==> config.mk <==
export PLATFORM = sky130hd
export DESIGN_NAME = instret_timer
export DESIGN_NICKNAME = d
export VERILOG_FILES = /design/src/rtl/instret_timer.sv
export SDC_FILE = /design/constraint.sdc
export NUM_CORES = 1
export LEC_CHECK = 0
export ABC_CLOCK_PERIOD_IN_PS = 7670
export BUFFER_PORTS_ARGS = -buffer_cell sky130_fd_sc_hd__clkbuf_2
export CAP_MARGIN = 20
export CELL_PAD_IN_SITES_DETAIL_PLACEMENT = 1
export CELL_PAD_IN_SITES_GLOBAL_PLACEMENT = 1
export CORE_MARGIN = 2
export CORE_UTILIZATION = 42
export CTS_CLUSTER_DIAMETER = 150
export DETAILED_ROUTE_END_ITERATION = 7
export PLACE_DENSITY = 0.95
export SYNTH_ARGS = -nofsm -noshare
export SYNTH_HDL_FRONTEND = slang
export SYNTH_SLANG_ARGS = --single-unit
==> constraint.sdc <==
create_clock -name clk -period 7.67 [get_ports clk]
set_input_delay 0.3835 -clock clk [delete_from_list [all_inputs] [get_ports clk]]
set_output_delay 0.3835 -clock clk [all_outputs]
set_load 0.01 [all_outputs]
==> src/rtl/instret_timer.sv <==
module instret_timer #(
  parameter int CNT_W  = 64,
  parameter int INC_W  = 4,
  parameter int ADDR_W = 3
) (
  input  logic              clk,
  input  logic              rst_n,
  input  logic              wide_mode,
  input  logic [INC_W-1:0]  retire_cnt,
  input  logic [ADDR_W-1:0] csr_addr,
  input  logic              csr_we,
  input  logic [CNT_W-1:0]  csr_wdata,
  output logic [CNT_W-1:0]  csr_rdata,
  output logic              csr_illegal,
  output logic [CNT_W-1:0]  count_o,
  output logic [CNT_W/2-1:0] compare_o,
  output logic              pending_o
);
  localparam int HALF = CNT_W / 2;
  localparam logic [ADDR_W-1:0] C_CYC   = ADDR_W'(0);
  localparam logic [ADDR_W-1:0] C_TIM   = ADDR_W'(1);
  localparam logic [ADDR_W-1:0] C_RET   = ADDR_W'(2);
  localparam logic [ADDR_W-1:0] C_CYCH  = ADDR_W'(3);
  localparam logic [ADDR_W-1:0] C_TIMH  = ADDR_W'(4);
  localparam logic [ADDR_W-1:0] C_RETH  = ADDR_W'(5);
  localparam logic [ADDR_W-1:0] C_CMP   = ADDR_W'(6);

  logic [CNT_W-1:0] count;
  logic [HALF-1:0]  compare;
  logic             pending;

  logic is_lo, is_hi, wr_lo, wr_hi, wr_cmp;
  logic [HALF-1:0] gap_before, gap_after;
  logic crossed;

  assign is_lo  = (csr_addr == C_CYC)  || (csr_addr == C_TIM)  || (csr_addr == C_RET);
  assign is_hi  = (csr_addr == C_CYCH) || (csr_addr == C_TIMH) || (csr_addr == C_RETH);
  assign wr_lo  = csr_we && is_lo;
  assign wr_hi  = csr_we && is_hi;
  assign wr_cmp = csr_we && (csr_addr == C_CMP);

  assign gap_before = count[HALF-1:0] - compare;
  assign gap_after  = gap_before + HALF'(retire_cnt);
  assign crossed    = gap_before[HALF-1] ^ gap_after[HALF-1];

  always_ff @(posedge clk or negedge rst_n) begin
    if (!rst_n) begin
      count <= '0;
    end else if (wr_lo) begin
      count <= csr_wdata;
    end else if (wr_hi) begin
      count <= {csr_wdata[HALF-1:0], count[HALF-1:0]};
    end else begin
      count <= count + CNT_W'(retire_cnt);
    end
  end

  always_ff @(posedge clk or negedge rst_n) begin
    if (!rst_n) begin
      compare <= '0;
    end else if (wr_cmp) begin
      compare <= csr_wdata[HALF-1:0];
    end
  end

  always_ff @(posedge clk or negedge rst_n) begin
    if (!rst_n) begin
      pending <= 1'b0;
    end else if (wr_cmp) begin
      pending <= 1'b0;
    end else if (!wr_lo && !wr_hi && crossed) begin
      pending <= 1'b1;
    end
  end

  always_comb begin
    csr_rdata   = '0;
    csr_illegal = 1'b0;
    if (is_lo) begin
      csr_rdata = count;
    end else if (is_hi) begin
      if (wide_mode) csr_illegal = 1'b1;
      else           csr_rdata   = count >> HALF;
    end else if (csr_addr == C_CMP) begin
      csr_rdata = CNT_W'(compare);
    end else begin
      csr_illegal = 1'b1;
    end
  end

  assign count_o   = count;
  assign compare_o = compare;
  assign pending_o = pending;
endmodule

==> reports/results.ini <==
[final_layout]
final_common_cell=clkbuf_2
nets=1324
final_cell_mix=clkbuf_2 (235), nand2_1 (100), dfrtp_1 (97)
finalCoreUtilization_pct=51.8
fillCellCount=2416
ff_latch_area_um2=2430
area_delta_synth_final_pct=20.2
drive_above_1_share_pct=26.3
n_antenna_cell=0
multi_input_area_um2=5290

[detailed_routing]
wire_per_inst_um=26.1
drcViolationCount=0
drt_wl_total_um=38500
wl_met1_um=15500
ant_nets=0
first_pass_iters=5
drt_iter0_markers=941
wl_met3_um=3330
dr_wl_met2_um=18400
highest_layer=met4
vias=9622
viasPerCell=6.53

[global_route]
first_global_vias=9778
grt_overflow_total=0
grt_antenna_before_repair=0
grt_pass1_wl_um=58000
track_usage_pct=37.1
grt_start_max_net_pins=101

[critical_path]
start_kind=flop
regToRegEndpoint=count_o[50]
r2r_slack_ns=3.55
critical-path-top-delay-family=simple AND/OR/NAND/NOR gates
cp_data_arrival_time_ns=4.35
cpMostUsedCell=o21ai_1
cp_slowest_stage_delay_ns=0.83
end_kind=flop
slowest_stage=nor3_1
reg2reg_from=count_o[0]
reg2reg_depth=11
criticalPathCategory=reg2reg
crit_path_max_fanout=6
crit_required_ns=7.89
cp_cell_sequence=ha_1 > inv_1 > fa_1 > nor2b_1 > o21a_1 > o21ai_1 > nor3_1 > nand4_1 > nor4_1 > xnor2_1 > o21ai_1
cp.buffers_inverters=1

[synthesis]
synth_edf_count=0
syn-num-nets=1132
netlist_instances=1017
ys_seq_area_share_pct=29.8
syn_area_um2=8150
yosys_warnings=0
yosys_register_bits=97
avgSynthCellArea_um2=8.01
ys_async_sr_fraction_pct=100
synth_cell_types=70
ys.flop_type=dfrtp_1

[pwr]
switching_share_pct=49.6
pwr-share-clk_pct=16.4
switchingPower_mw=1.40
combPwrFrac_pct=54.7
p_leak_nw=4.45
peakVddDrop_mv=0.127
powerDensity_nw_per_um2=288
pwr-share-seq_pct=28.8
internal-power_mw=1.42

[worst_hold_path]
hp-class=in2async

[timing]
maxSlewHeadroom_pct=32.8
finalCriticalPeriod_ns=4.12
finalSetupViolCount=0
fin_crit_sh_pct=53.7
final_hold_viol_count=0
final.setup.tns_ns=0
drv_slew=0
fin_skew_ns=0.0132
tightest_slew_ns=1.01
fin_hold_ws_ns=0.0198
fmax_ghz=0.243
grt_setup_unrepaired=false

[clocking]
cts.sinks=97
clk_latency_ns=0.37
cts_setup_buffers=0
cts_resized=0
clk_pin_slew_ns=0.08
root_buffer=clkbuf_16
cts_buffers=9
clockBufferDepth=2
htree_levels=3
cts_tree=done
ctsHoldBuffers=0

[job]
cap_violations=0

[placed_design]
place.gp.congestion=0.949
io_buffers=236
dp_hpwl_um=28600

[floorplanning]
io_pins=237
fp.dieH_um=143
coreArea_um2=18900
initial_core_util_pct=43.1
die_w_um=143
rows=50
dieArea_um2=20500

[status]
status=finished clean

## cells in the mapped netlist, drive strengths merged, types with 3 or more instances
master	number	area (µm²)
and3	14	87.6
xnor2	28	245
dfrtp	97	2430
o31ai	8	60.1
inv	59	221
a21o	8	60.1
o21a	4	30.0
a221o	5	50.1
nand4	16	121
a21boi	3	22.5
nor2	67	251
o32ai	3	26.3
a31oi	12	75.1
nor3	25	150
and2	36	225
o2111ai	3	26.3
nand2b	7	43.8
buf	5	27.5
o311ai	4	35.0
or4	3	30.0
or3	5	31.3
clkbuf	58	218
o211ai	9	67.6
mux2i	4	40.0
o21bai	3	22.5
nor2b	7	43.8
a21oi	61	305
nand2	100	375
and4	6	52.6
a221oi	8	70.1
o211a	4	40.0
a211o	3	26.3
or2	6	37.5
xor2	12	105
a32oi	3	26.3
nand3b	3	22.5
ha	38	475
nor4	13	126
a22oi	62	465
mux2	35	394
o21ai	111	556
o22ai	4	25.0
nand3	30	155
## per-layer routing
layer  global-route usage, %  up-vias
met1                    49.7     4847
met2                    60.1      555
met3                    6.74      100
met5                       0        -
met4                    13.3        0
li1                        -     4120
## final cells by class
cell class	count	share of cell area, %
Sequential cell	97	24.8
Clock inverter	6	0.537
Timing Repair Buffer	244	12.7
Multi-Input combinational cell	798	54.0
Tap cell	260	3.32
Clock buffer	10	2.34
Inverter	59	2.26
## worst register-to-register path, stage by stage (launching register included)
cell and delay (ns):
dfrtp_1 0.41, ha_1 0.21, inv_1 0.07, fa_1 0.37, nor2b_1 0.18, o21a_1 0.24, o21ai_1 0.24, nor3_1 0.83
nand4_1 0.63, nor4_1 0.54, xnor2_1 0.19, o21ai_1 0.08
## how the worst max path moves through the flow
stage	from	cells past startpoint	slack (ns)	to
2_1_floorplan	count_o[0]	14	4.64	pending_o
3_3_place_gp	retire_cnt[0]	12	3.87	count_o[50]
3_5_place_dp	retire_cnt[0]	12	3.65	count_o[50]
4_1_cts	count_o[0]	11	3.71	count_o[50]
5_1_grt	count_o[0]	11	3.46	count_o[50]
6_report	count_o[0]	11	3.55	count_o[50]
## logic make-up (layout without fill, tap and decap cells)
| family | after synthesis | in the layout | share of synthesized area (%) |
|---|---|---|---|
| compound gates | 338 | 338 | 26.7 |
| xor+xnor | 40 | 40 | 4.30 |
| fa+ha+maj | 40 | 40 | 6.33 |
| buf+inv | 122 | 319 | 5.73 |
| flops | 97 | 97 | 29.8 |
| mux | 39 | 39 | 5.33 |
| simple gates | 341 | 341 | 21.8 |
## stage by stage
stage	power, mW	cell area, µm²	std cells	setup slack [ns]
final	2.82	9790	1474	3.55
after global routing	2.96	9790	1474	3.46
after CTS	2.78	9790	1474	3.71
after detailed placement	2.31	9510	1458	3.65
after global placement	2.27	9510	1458	3.87
after floorplan	1.70	8150	1017	4.64
## power groups by stage
stage          clock, mW  sequential, mW  combinational, mW
5_1_grt            0.472           0.825               1.67
3_3_place_gp           0           0.801               1.47
3_5_place_dp           0           0.811               1.50
2_1_floorplan          0           0.790              0.910
6_report           0.463           0.814               1.55
4_1_cts            0.460           0.803               1.51
## registers in the layout, indices dropped and copies added, names as in the netlist
name,count
count_o,64
compare_o,32
pending_o,1
No activity file was read; power rests on OpenSTA's default activity.
